### src/rtl/lfu_pkg.sv
package lfu_pkg;

  typedef enum logic [2:0] {
    LF_IDLE   = 3'd0,
    LF_REQ    = 3'd1,
    LF_DATA   = 3'd2,
    LF_LAST   = 3'd3,
    LF_COMMIT = 3'd4
  } lf_state_e;

endpackage

### src/rtl/lfu_seq.sv
module lfu_seq
  import lfu_pkg::*;
#(
  parameter  int LINE_AW = 26,
  parameter  int WORDS   = 8,
  localparam int IDX_W   = $clog2(WORDS)
) (
  input  logic               clk,
  input  logic               rst_n,
  input  logic               miss_valid,
  input  logic [LINE_AW-1:0] miss_line,
  input  logic [IDX_W-1:0]   miss_word,
  input  logic               ext_req_ready,
  input  logic               ext_rsp_valid,
  output logic               miss_ready,
  output logic               accept,
  output logic               busy,
  output logic               ext_req_valid,
  output logic [LINE_AW-1:0] cur_line,
  output logic [IDX_W-1:0]   cur_crit,
  output logic               rsp_take,
  output logic               rsp_first,
  output logic [IDX_W-1:0]   rsp_idx,
  output logic               commit
);

  localparam logic [IDX_W:0]   WRAP     = (IDX_W+1)'(WORDS);
  localparam logic [IDX_W-1:0] LAST_CNT = IDX_W'(WORDS - 1);

  lf_state_e          state_q, state_d;
  logic [LINE_AW-1:0] line_q, line_d;
  logic [IDX_W-1:0]   crit_q, crit_d;
  logic [IDX_W-1:0]   cnt_q, cnt_d;
  logic [IDX_W:0]     idx_sum;
  logic               rsp_last;

  assign miss_ready    = (state_q == LF_IDLE);
  assign accept        = miss_valid && miss_ready;
  assign busy          = !miss_ready;
  assign ext_req_valid = (state_q == LF_REQ);
  assign rsp_take      = (state_q == LF_DATA) && ext_rsp_valid;
  assign rsp_first     = (cnt_q == '0);
  assign rsp_last      = (cnt_q == LAST_CNT);
  assign commit        = (state_q == LF_COMMIT);
  assign cur_line      = line_q;
  assign cur_crit      = crit_q;

  // wrap-around word index: critical index plus arrival count, modulo WORDS
  assign idx_sum = {1'b0, crit_q} + {1'b0, cnt_q};
  assign rsp_idx = (idx_sum >= WRAP) ? IDX_W'(idx_sum - WRAP) : idx_sum[IDX_W-1:0];

  always_comb begin
    state_d = state_q;
    case (state_q)
      LF_IDLE:   if (accept) state_d = LF_REQ;
      LF_REQ:    if (ext_req_ready) state_d = LF_DATA;
      LF_DATA:   if (rsp_take && rsp_last) state_d = LF_LAST;
      LF_LAST:   state_d = LF_COMMIT;
      LF_COMMIT: state_d = LF_IDLE;
      default:   state_d = LF_IDLE;
    endcase
  end

  always_comb begin
    line_d = line_q;
    crit_d = crit_q;
    cnt_d  = cnt_q;
    if (accept) begin
      line_d = miss_line;
      crit_d = miss_word;
      cnt_d  = '0;
    end else if (rsp_take) begin
      cnt_d  = cnt_q + 1'b1;
    end
  end

  always_ff @(posedge clk or negedge rst_n) begin
    if (!rst_n) begin
      state_q <= LF_IDLE;
      line_q  <= '0;
      crit_q  <= '0;
      cnt_q   <= '0;
    end else begin
      state_q <= state_d;
      if (accept) begin
        line_q <= line_d;
        crit_q <= crit_d;
      end
      if (accept || rsp_take) cnt_q <= cnt_d;
    end
  end

  AST_REQ_HOLD: assert property (@(posedge clk) disable iff (!rst_n)
    (ext_req_valid && !ext_req_ready) |=> (ext_req_valid && $stable(cur_line) && $stable(cur_crit))) else $error("request dropped or changed while waiting");

  AST_NO_TAKE_BUSY: assert property (@(posedge clk) disable iff (!rst_n)
    (miss_valid && busy) |=> $stable(cur_line)) else $error("miss taken while busy");

endmodule

### src/rtl/lfu_buffer.sv
module lfu_buffer #(
  parameter  int WORDS  = 8,
  parameter  int DATA_W = 32,
  localparam int IDX_W  = $clog2(WORDS)
) (
  input  logic              clk,
  input  logic              rst_n,
  input  logic              clr,
  input  logic              wr_en,
  input  logic [IDX_W-1:0]  wr_idx,
  input  logic [DATA_W-1:0] wr_data,
  input  logic              wr_first,
  output logic              cwr_en,
  output logic [IDX_W-1:0]  cwr_word,
  output logic [DATA_W-1:0] cwr_data,
  output logic              cwr_first,
  input  logic [IDX_W-1:0]  lkp_word,
  output logic              lkp_ok,
  output logic [DATA_W-1:0] lkp_data
);

  logic [WORDS-1:0][DATA_W-1:0] mem_q, mem_d;
  logic [WORDS-1:0]             vld_q, vld_d;
  logic [WORDS-1:0]             wr_sel;
  logic                         stg_v_q, stg_v_d;
  logic [IDX_W-1:0]             stg_idx_q, stg_idx_d;
  logic                         stg_first_q, stg_first_d;

  // one select line per buffer slot
  for (genvar g = 0; g < WORDS; g++) begin : g_sel
    assign wr_sel[g] = wr_en && (wr_idx == IDX_W'(g));
  end

  always_comb begin
    for (int i = 0; i < WORDS; i++) begin
      mem_d[i] = wr_sel[i] ? wr_data : mem_q[i];
    end
  end

  always_comb begin
    vld_d = clr ? '0 : (vld_q | wr_sel);
  end

  always_comb begin
    stg_v_d     = wr_en;
    stg_first_d = wr_en && wr_first;
    stg_idx_d   = wr_en ? wr_idx : stg_idx_q;
  end

  // data slots carry no reset; their valid bits do
  always_ff @(posedge clk) begin
    if (wr_en) mem_q <= mem_d;
  end

  always_ff @(posedge clk or negedge rst_n) begin
    if (!rst_n) begin
      vld_q       <= '0;
      stg_v_q     <= 1'b0;
      stg_idx_q   <= '0;
      stg_first_q <= 1'b0;
    end else begin
      if (clr || wr_en) vld_q <= vld_d;
      stg_v_q     <= stg_v_d;
      stg_first_q <= stg_first_d;
      if (wr_en) stg_idx_q <= stg_idx_d;
    end
  end

  assign cwr_en    = stg_v_q;
  assign cwr_word  = stg_idx_q;
  assign cwr_data  = mem_q[stg_idx_q];
  assign cwr_first = stg_first_q;
  assign lkp_ok    = vld_q[lkp_word];
  assign lkp_data  = mem_q[lkp_word];

  AST_NO_REFILL_WORD: assert property (@(posedge clk) disable iff (!rst_n)
    (wr_en && !clr) |-> !vld_q[wr_idx]) else $error("word arrived twice in one fill");

  AST_WRITE_HAS_DATA: assert property (@(posedge clk) disable iff (!rst_n)
    cwr_en |-> vld_q[cwr_word]) else $error("array write of a word not in the buffer");

endmodule

### src/rtl/lfu_fwd.sv
module lfu_fwd #(
  parameter int DATA_W = 32
) (
  input  logic              clk,
  input  logic              rst_n,
  input  logic              arm,
  input  logic              arm_fwd,
  input  logic              cancel,
  input  logic              stg_v,
  input  logic              stg_first,
  input  logic [DATA_W-1:0] stg_data,
  output logic              fwd_valid,
  output logic [DATA_W-1:0] fwd_data
);

  logic pend_q, pend_d;
  logic fire;

  // a cancel in the delivery cycle itself still wins
  assign fire      = pend_q && stg_v && stg_first && !cancel;
  assign fwd_valid = fire;
  assign fwd_data  = stg_data;

  always_comb begin
    if (arm) pend_d = arm_fwd;
    else     pend_d = pend_q && !cancel && !fire;
  end

  always_ff @(posedge clk or negedge rst_n) begin
    if (!rst_n) pend_q <= 1'b0;
    else        pend_q <= pend_d;
  end

  AST_FWD_SINGLE: assert property (@(posedge clk) disable iff (!rst_n)
    fwd_valid |=> !fwd_valid) else $error("forward pulse longer than one cycle");

endmodule

### src/rtl/lfu_line_fill.sv
module lfu_line_fill
  import lfu_pkg::*;
#(
  parameter  int LINE_AW = 26,
  parameter  int WORDS   = 8,
  parameter  int DATA_W  = 32,
  localparam int IDX_W   = $clog2(WORDS)
) (
  input  logic               clk,
  input  logic               rst_n,
  input  logic               miss_valid,
  output logic               miss_ready,
  input  logic [LINE_AW-1:0] miss_line,
  input  logic [IDX_W-1:0]   miss_word,
  input  logic               miss_fwd,
  input  logic               cancel,
  output logic               ext_req_valid,
  input  logic               ext_req_ready,
  output logic [LINE_AW-1:0] ext_req_line,
  output logic [IDX_W-1:0]   ext_req_word,
  input  logic               ext_rsp_valid,
  input  logic [DATA_W-1:0]  ext_rsp_data,
  output logic               fwd_valid,
  output logic [DATA_W-1:0]  fwd_data,
  output logic               cwr_en,
  output logic [LINE_AW-1:0] cwr_line,
  output logic [IDX_W-1:0]   cwr_word,
  output logic [DATA_W-1:0]  cwr_data,
  output logic               tag_wr_en,
  output logic [LINE_AW-1:0] tag_wr_line,
  input  logic [LINE_AW-1:0] lkp_line,
  input  logic [IDX_W-1:0]   lkp_word,
  output logic               lfb_hit,
  output logic [DATA_W-1:0]  lfb_data,
  output logic               busy
);

  logic               accept;
  logic [LINE_AW-1:0] cur_line;
  logic [IDX_W-1:0]   cur_crit;
  logic               rsp_take;
  logic               rsp_first;
  logic [IDX_W-1:0]   rsp_idx;
  logic               commit;
  logic               cwr_first;
  logic               lkp_ok;

  lfu_seq #(.LINE_AW(LINE_AW), .WORDS(WORDS)) u_seq (
    .clk           (clk),
    .rst_n         (rst_n),
    .miss_valid    (miss_valid),
    .miss_line     (miss_line),
    .miss_word     (miss_word),
    .ext_req_ready (ext_req_ready),
    .ext_rsp_valid (ext_rsp_valid),
    .miss_ready    (miss_ready),
    .accept        (accept),
    .busy          (busy),
    .ext_req_valid (ext_req_valid),
    .cur_line      (cur_line),
    .cur_crit      (cur_crit),
    .rsp_take      (rsp_take),
    .rsp_first     (rsp_first),
    .rsp_idx       (rsp_idx),
    .commit        (commit)
  );

  lfu_buffer #(.WORDS(WORDS), .DATA_W(DATA_W)) u_buf (
    .clk       (clk),
    .rst_n     (rst_n),
    .clr       (accept),
    .wr_en     (rsp_take),
    .wr_idx    (rsp_idx),
    .wr_data   (ext_rsp_data),
    .wr_first  (rsp_first),
    .cwr_en    (cwr_en),
    .cwr_word  (cwr_word),
    .cwr_data  (cwr_data),
    .cwr_first (cwr_first),
    .lkp_word  (lkp_word),
    .lkp_ok    (lkp_ok),
    .lkp_data  (lfb_data)
  );

  lfu_fwd #(.DATA_W(DATA_W)) u_fwd (
    .clk       (clk),
    .rst_n     (rst_n),
    .arm       (accept),
    .arm_fwd   (miss_fwd),
    .cancel    (cancel),
    .stg_v     (cwr_en),
    .stg_first (cwr_first),
    .stg_data  (cwr_data),
    .fwd_valid (fwd_valid),
    .fwd_data  (fwd_data)
  );

  assign ext_req_line = cur_line;
  assign ext_req_word = cur_crit;
  assign cwr_line     = cur_line;
  assign tag_wr_en    = commit;
  assign tag_wr_line  = cur_line;
  assign lfb_hit      = busy && (lkp_line == cur_line) && lkp_ok;

  // array writes since the last accepted miss, kept for the checks below
  logic [IDX_W:0] wcnt_q;
  always_ff @(posedge clk or negedge rst_n) begin
    if (!rst_n)      wcnt_q <= '0;
    else if (accept) wcnt_q <= '0;
    else if (cwr_en) wcnt_q <= wcnt_q + 1'b1;
  end

  AST_TAG_AFTER_FULL_LINE: assert property (@(posedge clk) disable iff (!rst_n)
    tag_wr_en |-> (wcnt_q == (IDX_W+1)'(WORDS))) else $error("tag written before the line is complete");

  AST_FWD_WITH_CRIT_WRITE: assert property (@(posedge clk) disable iff (!rst_n)
    fwd_valid |-> (cwr_en && cwr_word == cur_crit)) else $error("forward not aligned with critical write");

  AST_CANCEL_STICKY: assert property (@(posedge clk) disable iff (!rst_n)
    (cancel && busy && !tag_wr_en) |=> !fwd_valid) else $error("forward after a cancel");

  AST_IDLE_QUIET: assert property (@(posedge clk) disable iff (!rst_n)
    miss_ready |-> (!cwr_en && !ext_req_valid && !tag_wr_en)) else $error("activity while idle");

endmodule

### config.mk
export PLATFORM = sky130hd
export DESIGN_NAME = lfu_line_fill
export DESIGN_NICKNAME = d
export VERILOG_FILES = /design/src/rtl/lfu_pkg.sv /design/src/rtl/lfu_seq.sv /design/src/rtl/lfu_buffer.sv /design/src/rtl/lfu_fwd.sv /design/src/rtl/lfu_line_fill.sv
export SDC_FILE = /design/constraint.sdc
export NUM_CORES = 1
export LEC_CHECK = 0
export ABC_AREA = 1
export BUFFER_PORTS_ARGS = -buffer_cell sky130_fd_sc_hd__buf_2
export CORE_MARGIN = 4
export CORE_UTILIZATION = 25
export CTS_BUF_LIST = sky130_fd_sc_hd__clkbuf_8
export DETAILED_ROUTE_END_ITERATION = 8
export GPL_TIMING_DRIVEN = 1
export REMOVE_ABC_BUFFERS = 1
export SLEW_MARGIN = 20
export SYNTH_ARGS = -nofsm -noshare
export SYNTH_HDL_FRONTEND = slang
export SYNTH_HIERARCHICAL = 1
export SYNTH_SLANG_ARGS = --single-unit
### constraint.sdc
create_clock -name clk -period 3.1 [get_ports clk]
set_clock_uncertainty 0.2 [all_clocks]
set_input_delay 0.465 -clock clk [delete_from_list [all_inputs] [get_ports clk]]
set_output_delay 0.465 -clock clk [all_outputs]
set_load 0.01 [all_outputs]
Word level (Yosys, flattened, before mapping)
Index checks and enable logic that the tools add are counted.

Register bits after elaboration: 305. Latch bits: 0. RAM bits: 0. ROM bits: 0. Input port bits: 97. Output and inout bits: 187. Logic and storage cells: 92. Memories kept: 0.

Add/sub/neg operators: 3. Multiply operators: 0. Divide/modulo/power cells: 0. Magnitude comparators: 3. Eq/ne operators: 16. Shifts and indexed selects: 0. Muxes and demuxes: 15. Bitwise operators: 1. Reduce and logical (&&, ||, !) cells: 37.

Operators with widths (count): $bmux W32 S3 (2); $mux W32 (2); $eq A26 B26 Y1 (1); $logic_and A1 B1 Y1 (19); $eq A3 B3 Y1 const B (6); $mux W3 (6); $reduce_and A2 Y1 (9); $eq A3 B2 Y1 const B (4); $pmux W3 S4 (1); $logic_not A3 Y1 (3); $lt A3 B4 Y1 const B (2); $mux W8 (1); $or A8 B8 Y8 (1); $eq A3 B1 Y1 const B (2); $add A3 B3 Y4 (1); $ge A4 B4 Y1 const B (1); $ne A2 B1 Y1 const B (2); $add A3 B1 Y3 const B (1); $bmux W1 S3 (1); $logic_not A1 Y1 (3); $reduce_and A3 Y1 (1); $sub A3 B1 Y3 const B (1); $mux W1 (2); $ne A2 B2 Y1 const B (1); other kinds (2) (2).

Longest topological paths before layout
Gate-level depths: netlist of run 1.

Word-level depth: 7. Depth in mapped cells: 15. Mapped depth without buffers: 12.

Modules after synthesis
Netlist of run 1, hierarchy kept.

Modules (own cells, without submodules): lfu_buffer (instances 1, cells an instance 1786, area an instance 14218.6 µm², sequential area each 8012.7 µm²); lfu_seq (instances 1, cells an instance 174, area an instance 1552.7 µm², sequential area each 875.8 µm²); lfu_line_fill (instances 1, cells an instance 200, area an instance 960.9 µm², sequential area each 0.0 µm²); lfu_fwd (instances 1, cells an instance 41, area an instance 297.8 µm², sequential area each 25.0 µm²).

Least setup slack after synthesis of run 1
No wires, ideal clock.

Kind: reg2reg. Start point: register u_seq.crit_q[0], in the netlist u_seq/cur_crit[0]. End point: register u_buf/mem_q[224] in the netlist's numbering (enable). Library setup time: 0.422 ns. Arrival time: 2.681 ns. Data required time: 2.478 ns. Path slack: -0.204 ns. Stages on the path, launching flop included: 6. Buffers on the path: 0. Period minus slack after synthesis: 3.304 ns. Path through: dfrtp_1 > ha_1 > fa_1 > xnor2_1 > nand2_1 > nor2_1.

Cells in the longest elaborated chain, start to end: 6. Elaborated cells on any way between the ends: 7. Those cells by class: add/sub (2); order compare (1); eq/ne (1); mux (1); reduce/logical (2).

Ends and longest elaborated chain: start: declaration (line lfu_seq.sv:32) `logic [IDX_W-1:0] crit_q, crit_d;`; start signal: assignment (line lfu_seq.sv:87) `crit_q <= crit_d;`; $add A3 B3 Y4 * (line lfu_seq.sv:49) `assign idx_sum = {1'b0, crit_q} + {1'b0, cnt_q};`; $ge A4 B4 Y1 / $sub A3 B1 Y3 (equally long branches) (line lfu_seq.sv:50) `assign rsp_idx = (idx_sum >= WRAP) ? IDX_W'(idx_sum - WRAP) : idx_sum[IDX_W-1:0];`; $mux W3 * (line lfu_seq.sv:50); net rsp_idx[2] (line lfu_line_fill.sv:43) `logic [IDX_W-1:0] rsp_idx;`; $eq A3 B3 Y1 * (line lfu_buffer.sv:31) `assign wr_sel[g] = wr_en && (wr_idx == IDX_W'(g));`; $logic_and A1 B1 Y1 * (line lfu_buffer.sv:31); $reduce_and A2 Y1 (no line) *; end signal: assignment (line lfu_buffer.sv:52) `if (wr_en) mem_q <= mem_d;`; end: declaration (line lfu_buffer.sv:22) `logic [WORDS-1:0][DATA_W-1:0] mem_q, mem_d;`.

The timed path passes the listed nets; every way through them passes the cells marked *. A chain may end at the register's enable or synchronous reset.

Worst setup path in the final report of run 1
Start point: register u_buf.stg_idx_q[1], in the netlist u_buf/cwr_word[1]. End point: output fwd_data[13].

Cells in the longest elaborated chain, start to end: 2.

Ends and longest elaborated chain: start: declaration (line lfu_buffer.sv:26) `logic [IDX_W-1:0] stg_idx_q, stg_idx_d;`; start signal: assignment (line lfu_buffer.sv:65) `if (wr_en) stg_idx_q <= stg_idx_d;`; $bmux W32 S3 (line lfu_buffer.sv:71) `assign cwr_data = mem_q[stg_idx_q];`; $mux W32 (not written as such) (line lfu_buffer.sv:71); end: declaration (line lfu_line_fill.sv:24) `output logic [DATA_W-1:0] fwd_data,`.

No other way between the ends. The select of a mux whose other input is x is not followed.

==> impl_metrics.json, run 1 <==
{
  "num-nets-final": 2564,
  "cts_tree": "built",
  "path_cells": "inv_2 -> buf_6 -> nand3_1 -> nand2_1 -> nand2_1 -> nand2_2 -> buf_2",
  "grt_overflow": 0,
  "grt_setup_unrepaired": "no",
  "grt_pass1_wl_um": 82400,
  "synth_edf_count": 256,
  "drt_pass1_iterations": 5,
  "die_y_um": 269,
  "slowest_delay_ns": 0.61,
  "tightest_slew_ns": 0.820,
  "syn_inst": 2201,
  "hold_viol_final": 0,
  "core_um2": 67400,
  "power_mw": 16.1,
  "yosys.area.top_type_share": 0.451,
  "detail-route-antenna-nets": 0,
  "cp-startpoint": "u_buf/cwr_word[1]",
  "critical_path.slowest_cell": "dfrtp_4",
  "critical_path_class": "register to output port",
  "drc": 0,
  "crit_cells": 7,
  "clockBufferDepth": 3,
  "syn_to_final_growth_pct": 21.2,
  "endpoint": "fwd_data[13]",
  "pin_count": 284,
  "setup_violations": 0,
  "clkSinkCount": 305,
  "drv_cap": 0,
  "gp_congestion": 0.832,
  "end_kind": "output port",
  "seq_area_frac_synth": 0.523,
  "num_rows": 95,
  "r2r-end": "u_fwd/pend_q",
  "slew_headroom": 0.453,
  "min_period_ns": 2.95,
  "die_x_um": 269,
  "cellPowerDensity_nw_per_um2": 782,
  "required_ns": 2.43,
  "dp_hpwl_um": 33900,
  "synthTopCellsByArea": "edfxtp_1 (45%), nand2_1 (23%), nand3_1 (7.8%)",
  "grt_max_degree": 129,
  "drt-total-wl_um": 55100,
  "vias_per_cell": 4.33,
  "cp_top_family": "buffers and inverters",
  "htree_levels": 2,
  "syn_area_um2": 17000,
  "root_buffer": "clkbuf_8",
  "drt_iter0_drc": 933,
  "antenna_found_initial": 6,
  "status": "finished clean",
  "r2r_cells": 7,
  "syn_area_per_cell_um2": 7.74,
  "grt_pass1_vias": 14000,
  "ff2ff_setup_slack_ns": 0.36,
  "hp-class": "input pin to async pin",
  "drv_slew": 0,
  "post-route-period-util": 0.953,
  "synth_cell_types": 26,
  "crit_top_cell": "nand2_1",
  "leakage_nw": 10.5,
  "hold_slack_ns": 0.271,
  "critPathBufInv": 3,
  "grtUsageTotal": 0.148,
  "ir_worst_vdd_mv": 0.482,
  "startpoint_type": "register",
  "max_clock_freq_ghz": 0.339,
  "synthArstFlopShare": 0.161,
  "wire_per_inst_um": 16.3,
  "yosysMostFrequentCell": "nand2_1",
  "cts_buffers": 54,
  "crit_fanout": 19,
  "layout-drive-gt1-share": 0.171,
  "start_util": 0.253,
  "synthTopCellsByCount": "nand2_1 (1,029), inv_1 (341), nand3_1 (267)",
  "yosys.area.top_type": "edfxtp_1",
  "synth-main-ff-cell": "edfxtp_1",
  "io_buffers": 283,
  "dieArea_um2": 72400,
  "clk_pin_slew_ns": 0.06,
  "cp.arrival_ns": 2.29,
  "clkLatencyLatePin_ns": 0.64,
  "reg2reg_from": "u_seq/state_q[1]",
  "vias": 14600,
  "yosys_register_bits": 305,
  "ys_warn_count": 6
}
## area by class of cell
type,instances,area [um^2]
Timing Repair Buffer,395,2720
Multi-Input combinational cell,1361,5600
Clock inverter,41,206
Inverter,345,1310
Fill cell,7058,46800
Tap cell,873,1090
Antenna cell,3,7.51
Sequential cell,305,8920
Clock buffer,56,771
## layer usage
| layer | track usage | share of wire |
|---|---|---|
| met1 | 0.188 | 0.42 |
| met2 | 0.249 | 0.47 |
| met3 | 0.0316 | 0.076 |
| met4 | 0.0583 | 0.033 |
| met5 | 0 | 0.00073 |
## registers in the layout, summed over array words and instances, names as in the netlist
signal and count:
u_buf/cwr_word 3, u_buf/cwr_first 1, u_buf/cwr_en 1, u_seq/cnt_q 3
u_seq/cur_crit 3, u_fwd/pend_q 1, u_buf/vld_q 8, u_seq/cur_line 26
u_buf/mem_q 256, u_seq/state_q 3
## how the worst min path moves through the flow
stage,startpoint,end,slack [ns],cells after the start
final,rst_n,u_seq/cur_line[19],0.27,2
after CTS,rst_n,u_buf/vld_q[6],0.21,2
after detailed placement,u_buf/vld_q[7],u_buf/vld_q[7],0.32,2
after global placement,u_buf/vld_q[7],u_buf/vld_q[7],0.28,2
after global routing,miss_valid,u_seq/cur_line[3],0.24,4
after floorplan,rst_n,u_buf/cwr_en,-0.03,0
## power breakdown
| group | switching [mW] | internal (mW) |
|---|---|---|
| Clock | 1.74 | 1.69 |
| Sequential | 0.480 | 5.01 |
| Combinational | 4.74 | 2.48 |
## stage by stage
step | utilization | TNS (ns) | area, um^2 | setup WS, ns | cells
3_3_place_gp | 0.280 | 0 | 18900 | 0.497 | 3210
4_1_cts | 0.306 | 0 | 20600 | 0.000704 | 3376
2_1_floorplan | - | -131.33 | 15800 | -1.95 | 2011
3_5_place_dp | 0.280 | 0 | 18900 | 0.530 | 3210
5_1_grt | 0.306 | 0 | 20600 | 0.00268 | 3376
6_report | 0.306 | 0 | 20600 | 0.146 | 3379
## logic make-up (layout without fill, tap and decap cells)
group | count (synthesis) | in the layout | share of synthesized area
compound gates | 13 | 13 | 0.00382
xor+xnor | 4 | 4 | 0.00206
fa+ha+maj | 5 | 5 | 0.00411
buf+inv | 535 | 837 | 0.149
flops | 305 | 305 | 0.523
other cells | 0 | 3 | 0
simple gates | 1339 | 1339 | 0.318
## timing repair
action,CTS,global route
gates resized for setup,11,3
setup buffers,0,0
hold buffers,68,0
setup endpoints to repair,28,5
hold endpoints to repair,320,0
gates cloned,1,0
## cells in the final DEF (no fill, tap or decap), types with 2 or more instances in the layout
cell / synthesis / layout
a21oi_1: 7 / 7
buf_12: 0 / 17
buf_16: 0 / 2
buf_2: 70 / 282
buf_4: 88 / 21
buf_6: 12 / 4
clkbuf_8: 0 / 56
clkinv_1: 0 / 15
clkinv_2: 0 / 5
clkinv_8: 0 / 3
dfrtp_1: 49 / 46
dfrtp_4: 0 / 2
diode_2: 0 / 3
dlygate4sd3_1: 0 / 68
edfxtp_1: 256 / 256
ha_1: 4 / 4
inv_1: 341 / 347
inv_2: 2 / 11
inv_4: 2 / 2
nand2_1: 1029 / 1024
nand2_2: 9 / 14
nand3_1: 267 / 267
nand4_1: 2 / 2
nor2_1: 27 / 26
nor2_4: 1 / 2
nor3_1: 2 / 2
o21ai_0: 6 / 6
xnor2_1: 3 / 3
No activity file was read; power rests on OpenSTA's default activity.
==> run 2, diff against run 1 <==
--- a/config.mk
+++ b/config.mk
@@ -5,7 +5,7 @@
 export SDC_FILE = /design/constraint.sdc
 export NUM_CORES = 1
 export LEC_CHECK = 0
-export ABC_AREA = 1
+export ABC_AREA = 0
 export BUFFER_PORTS_ARGS = -buffer_cell sky130_fd_sc_hd__buf_2
 export CORE_MARGIN = 4
 export CORE_UTILIZATION = 25
==> run 2 against run 1 <==
Non-clock buffer count increased by 3. Sequential power about the same. Combinational power shrank 0.6%. Synthesized cell count shrank 65%. Core utilization increased by 2.1 points. Global-route usage shrank 2.2 points. Sequential cell count did not move. Critical endpoint is now fwd_data[28]. Largest cell class unchanged. Largest power group unchanged.
==> impl_metrics.json, run 2 <==
{
  "die_y_um": 251,
  "io_buffers": 283,
  "pin_count": 284,
  "hp-class": "input pin to async pin",
  "syn_to_final_growth_pct": 28.9,
  "final_common_cell": "edfxtp_1",
  "grtUsageTotal": 0.126,
  "ir_worst_vdd_mv": 0.462,
  "slew_headroom": 0.553,
  "synth_cell_types": 41,
  "grt_pass1_vias": 9354,
  "grt_overflow": 0,
  "drc": 0,
  "synthTopCellsByCount": "edfxtp_1 (256), mux4_2 (130), buf_4 (84)",
  "cp.arrival_ns": 2.38,
  "synthSimpleGateAreaFrac": 0.0186,
  "synth_edf_count": 256,
  "clkSinkCount": 305,
  "swShare": 0.342,
  "seq_area_frac_synth": 0.605,
  "synth_top_family_by_area": "multiplexers",
  "crit_fanout": 6,
  "critical_path_class": "register to output port",
  "drv_cap": 0,
  "hold_viol_final": 0,
  "num_rows": 88,
  "final_area_um2": 19000,
  "layout-drive-gt1-share": 0.570,
  "max_clock_freq_ghz": 0.328,
  "nFillCells": 5569,
  "detail-route-antenna-nets": 0,
  "status": "finished clean",
  "largest_reg_flops": 256,
  "cellPowerDensity_nw_per_um2": 847,
  "grt_max_degree": 30,
  "leakage_nw": 7.10,
  "ys_warn_count": 6,
  "ff2ff_setup_slack_ns": 0.14,
  "end_kind": "output port",
  "synthMuxAreaShare": 0.280,
  "vias_per_cell": 4.42,
  "core_um2": 58000,
  "r2r_cells": 7,
  "gp_congestion": 0.823,
  "drt-total-wl_um": 40400,
  "num-nets-final": 1191,
  "synthArstFlopShare": 0.161,
  "vias": 8408,
  "drt_iter0_drc": 415,
  "clk_pin_slew_ns": 0.06,
  "startpoint_type": "register",
  "die_x_um": 251,
  "clkLatencyLatePin_ns": 0.65,
  "min_period_ns": 3.05,
  "post-route-period-util": 0.983,
  "p_sw_mw": 5.49,
  "setup_violations": 0,
  "tightest_slew_ns": 0.671,
  "start_util": 0.254,
  "reg2reg_from": "u_seq/cnt_q[0]",
  "regMostFlops": "u_buf/mem_q",
  "drv_slew": 0,
  "combPwrFrac": 0.448,
  "synthXorXnorAreaFrac": 0.0167,
  "syn_area_um2": 14700,
  "yosys.area.top_type_share": 0.522,
  "tns_ns": 0,
  "drt_pass1_iterations": 4,
  "syn_inst": 764,
  "wire_per_inst_um": 21.3,
  "clkPwrFrac": 0.213,
  "r2r-end": "u_buf/mem_q[25]",
  "cts_tree": "built",
  "required_ns": 2.43,
  "syn_area_per_cell_um2": 19.3,
  "grt_setup_unrepaired": "yes",
  "yosys.area.top_type": "edfxtp_1",
  "grt_pass1_wl_um": 60100,
  "root_buffer": "clkbuf_8",
  "yosysMostFrequentCell": "edfxtp_1",
  "synth_compound_area_frac": 0.00705,
  "cts_buffers": 53,
  "yosys_register_bits": 305,
  "final_cell_mix": "edfxtp_1 (256), buf_2 (236), mux4_2 (130)",
  "synthTopCellsByArea": "edfxtp_1 (52%), mux4_2 (20%), dfrtp_1 (8.3%)",
  "synthAdderAreaFrac": 0.00476,
  "dieArea_um2": 62900,
  "clockBufferDepth": 3,
  "synth-main-ff-cell": "edfxtp_1",
  "dp_hpwl_um": 26800,
  "seqPwrFrac": 0.340,
  "antenna_found_initial": 3,
  "intPower_mw": 10.6,
  "htree_levels": 2,
  "dpl_cell_area_um2": 16700
}
-- run 2: cell type report --
cell class                      count  area [um^2]  area share
Clock buffer                       53          729      0.0384
Antenna cell                        3         7.51    0.000395
Multi-Input combinational cell    312         4950       0.261
Inverter                           19         71.3     0.00376
Clock inverter                     46          244      0.0129
Sequential cell                   305         8920       0.470
Tap cell                          765          957      0.0504
Timing Repair Buffer              398         3100       0.163
-- run 2: stage by stage --
stage / setup slack (ns) / hold slack, ns / util / power (mW) / instances
global placement: 0.194 / 0.293 / 0.288 / 11.5 / 1720
floorplan: -1.17 / -0.0306 / - / 8.91 / 636
global route: -0.0597 / 0.208 / 0.327 / 17.0 / 1899
detailed placement: 0.125 / 0.294 / 0.288 / 11.6 / 1720
finish: 0.0535 / 0.175 / 0.327 / 16.1 / 1901
CTS: -0.0502 / 0.132 / 0.324 / 16.0 / 1895
-- run 2: routing by layer --
metal  global-route usage  wire, um  vias to the layer above
met1                0.146     15500                     4350
met2                0.226     20900                      317
li1                     -         -                     3674
met5                    0        13                        -
met3               0.0344      2730                       65
met4               0.0430      1210                        2
-- run 2: power groups by stage --
stage | Clock (mW) | Sequential (mW) | Combinational (mW)
floorplan | 0 | 5.94 | 2.97
global placement | 0 | 5.60 | 5.92
global route | 3.77 | 5.53 | 7.69
detailed placement | 0 | 5.62 | 5.94
finish | 3.42 | 5.46 | 7.19
CTS | 3.58 | 5.47 | 6.95
-- run 2: kinds of logic after synthesis --
kind of cell               Yosys count
and+or+nand+nor                     37
buffers and inverters              147
muxes                              227
adders and majority gates            5
DFF                                305
xor gates and xnor gates            28
AOI/OAI and AO/OA                   15
-- run 2: worst max path at each step --
stage | from | to | cells after the start
6_report | u_buf/cwr_word[0] | fwd_data[28] | 5
2_1_floorplan | u_buf/cwr_word[0] | cwr_data[0] | 2
5_1_grt | u_buf/cwr_word[0] | fwd_data[1] | 5
3_3_place_gp | u_seq/cnt_q[0] | u_buf/mem_q[21] | 7
4_1_cts | u_buf/cwr_word[0] | cwr_data[15] | 5
3_5_place_dp | u_seq/cnt_q[0] | u_buf/mem_q[25] | 7
-- run 2: what timing repair did --
item | CTS | global route
gates resized for setup | 61 | 23
cloned | 1 | 3
setup endpoints to repair | 65 | 259
setup buffers | 10 | 1
hold buffers | 66 | 0
hold endpoints to repair | 316 | 0
pin swaps | 1 | 0
-- run 2: worst max-delay path, cell delays in order, from the launching register on --
cell       delay, ns
dfrtp_4         0.49
buf_12          0.16
clkbuf_16       0.16
mux4_2          0.52
mux2_4          0.30
buf_6           0.13
==> run 3, diff against run 2 <==
--- a/config.mk
+++ b/config.mk
@@ -8,10 +8,11 @@
 export ABC_AREA = 0
 export BUFFER_PORTS_ARGS = -buffer_cell sky130_fd_sc_hd__buf_2
 export CORE_MARGIN = 4
-export CORE_UTILIZATION = 25
+export CORE_UTILIZATION = 52
 export CTS_BUF_LIST = sky130_fd_sc_hd__clkbuf_8
 export DETAILED_ROUTE_END_ITERATION = 8
 export GPL_TIMING_DRIVEN = 1
+export PLACE_DENSITY = 0.79
 export REMOVE_ABC_BUFFERS = 1
 export SLEW_MARGIN = 20
 export SYNTH_ARGS = -nofsm -noshare
==> run 3 against run 2 <==
Count of clock-buffer cells in the layout decreased by 4. Sequential cell count unchanged. Clock power down 11%. Critical path depth down 1. Total power decreased by 10%. First-iteration DRC count is 39% higher. Global-route usage is 10 points higher. Core utilization is 31 points higher. Sequential power grew 2%. Worst setup slack gained 0.061 ns. Largest cell class unchanged. Largest power group unchanged. Highest routed layer is now met4.
==> impl_metrics.json, run 3 (synthesis results as in run 2) <==
{
  "clockBufferDepth": 3,
  "wire_per_inst_um": 23.7,
  "critical_path_class": "register to output port",
  "cts_tree": "built",
  "pin_count": 284,
  "grt_overflow": 0,
  "drv_slew": 0,
  "die_y_um": 176,
  "combPwrFrac": 0.404,
  "min_period_ns": 2.98,
  "p_sw_mw": 4.97,
  "hold_viol_final": 0,
  "crit_fanout": 27,
  "io_buffers": 283,
  "htree_levels": 2,
  "syn_to_final_growth_pct": 20.3,
  "grt_pass1_wl_um": 53300,
  "cts_buffers": 48,
  "grt_max_degree": 41,
  "largest_reg_flops": 256,
  "setup_violations": 0,
  "drt_iter0_drc": 576,
  "final-seq-area_um2": 8920,
  "status": "finished clean",
  "cp.arrival_ns": 2.32,
  "place_inst": 1333,
  "final_common_cell": "buf_2",
  "cellPowerDensity_nw_per_um2": 814,
  "layout-drive-gt1-share": 0.556,
  "final_cell_mix": "buf_2 (282), edfxtp_1 (256), mux4_2 (130)",
  "path_cells": "buf_12 -> mux4_2 -> mux2_2 -> buf_2",
  "ir_worst_vdd_mv": 0.562,
  "drv_cap": 0,
  "intPower_mw": 9.45,
  "multi_input_area_um2": 4830,
  "startpoint_type": "register",
  "fin_util": 0.636,
  "critPathBufInv": 2,
  "worst_slack_ns": 0.115,
  "swShare": 0.345,
  "cp_top_family": "flip-flops",
  "grt_setup_unrepaired": "no",
  "reg2reg_from": "u_seq/cur_crit[0]",
  "max_clock_freq_ghz": 0.335,
  "detail-route-antenna-nets": 0,
  "post-route-period-util": 0.963,
  "nFillCells": 1926,
  "critical_path.slowest_cell": "dfrtp_4",
  "leakage_nw": 6.67,
  "antenna_found_initial": 1,
  "end_kind": "output port",
  "regMostFlops": "u_buf/mem_q",
  "clkPwrFrac": 0.211,
  "die_x_um": 176,
  "dieArea_um2": 31100,
  "grtUsageTotal": 0.228,
  "drc": 0,
  "slowest_delay_ns": 0.69,
  "ff2ff_setup_slack_ns": 0.21,
  "tightest_slew_ns": 0.673,
  "hp-start": "ext_rsp_valid",
  "cp-startpoint": "u_buf/cwr_word[2]",
  "core_um2": 27900,
  "seqPwrFrac": 0.385,
  "start_util": 0.529,
  "place_ws_ns": 0.208,
  "hp-class": "input pin to register",
  "hold_slack_ns": 0.119,
  "root_buffer": "clkbuf_8",
  "tns_ns": 0,
  "drt_pass1_iterations": 5,
  "vias_per_cell": 5.69,
  "clk_pin_slew_ns": 0.06,
  "vias": 8472,
  "drt-total-wl_um": 35200,
  "post_layout_nonfiller_instances": 1488,
  "grt_pass1_vias": 9138,
  "slew_headroom": 0.551,
  "clkLatencyLatePin_ns": 0.55,
  "required_ns": 2.43,
  "dp_hpwl_um": 23200,
  "gp_congestion": 0.828,
  "num_rows": 61,
  "num-nets-final": 1173,
  "clkSinkCount": 305
}
run 3: stage by stage:
step           power (mW)  cell area [um^2]
6_report             14.4             17700
5_1_grt              15.2             17700
4_1_cts              14.6             17700
3_5_place_dp         11.4             16200
3_3_place_gp         11.4             16200
2_1_floorplan        8.91             13800
run 3: final cells by class:
type / instances / share of cell area
sequential: 305 / 0.504
multi-input combinational: 312 / 0.273
timing repair buffer: 385 / 0.145
clock buffer: 49 / 0.0381
tap: 378 / 0.0267
clock inverter: 39 / 0.0104
inverter: 19 / 0.00403
antenna: 1 / 0.000141
run 3: repair_timing:
item,in CTS,in global routing
resized for setup,1,0
setup buffers,1,0
hold buffers,65,0
endpoints found under the setup margin,45,0
hold endpoints to repair,312,0
run 3: metal layers:
layer | vias to the layer above | track usage | routed length (um) | share of wire
li1 | 3630 | - | - | -
met1 | 4352 | 0.291 | 13100 | 0.37
met2 | 417 | 0.392 | 18100 | 0.51
met3 | 73 | 0.0418 | 2610 | 0.074
met4 | 0 | 0.0887 | 1390 | 0.039
met5 | - | 0 | 0 | 0
run 3: path summary, 6_finish.rpt:
path	to	cells after the start
setup / recovery	cwr_data[26]	4
hold / removal	u_seq/state_q[0]	3
setup reg to reg	u_buf/mem_q[15]	7
hold reg to reg	u_buf/vld_q[5]	2
max in group asynchronous	u_seq/cur_line[13]	3
min in group asynchronous	u_seq/cur_line[22]	2
run 3: power by group through the flow:
stage	sequential (mW)	clock, mW	combinational [mW]
final	5.55	3.04	5.83
after global routing	5.61	3.35	6.20
after CTS	5.55	3.13	5.89
after detailed placement	5.66	0	5.76
after global placement	5.63	0	5.73
after floorplan	5.94	0	2.97
run 3: worst reg2reg max path, delay by kind of cell (launching register included):
kind                     cells  cell delay [ns]
AND/OR/NAND/NOR              1             0.63
flip-flops                   1             0.40
buffers and inverters        2             0.34
adder cells (fa/ha/maj)      2             0.59
XOR/XNOR                     2             0.40
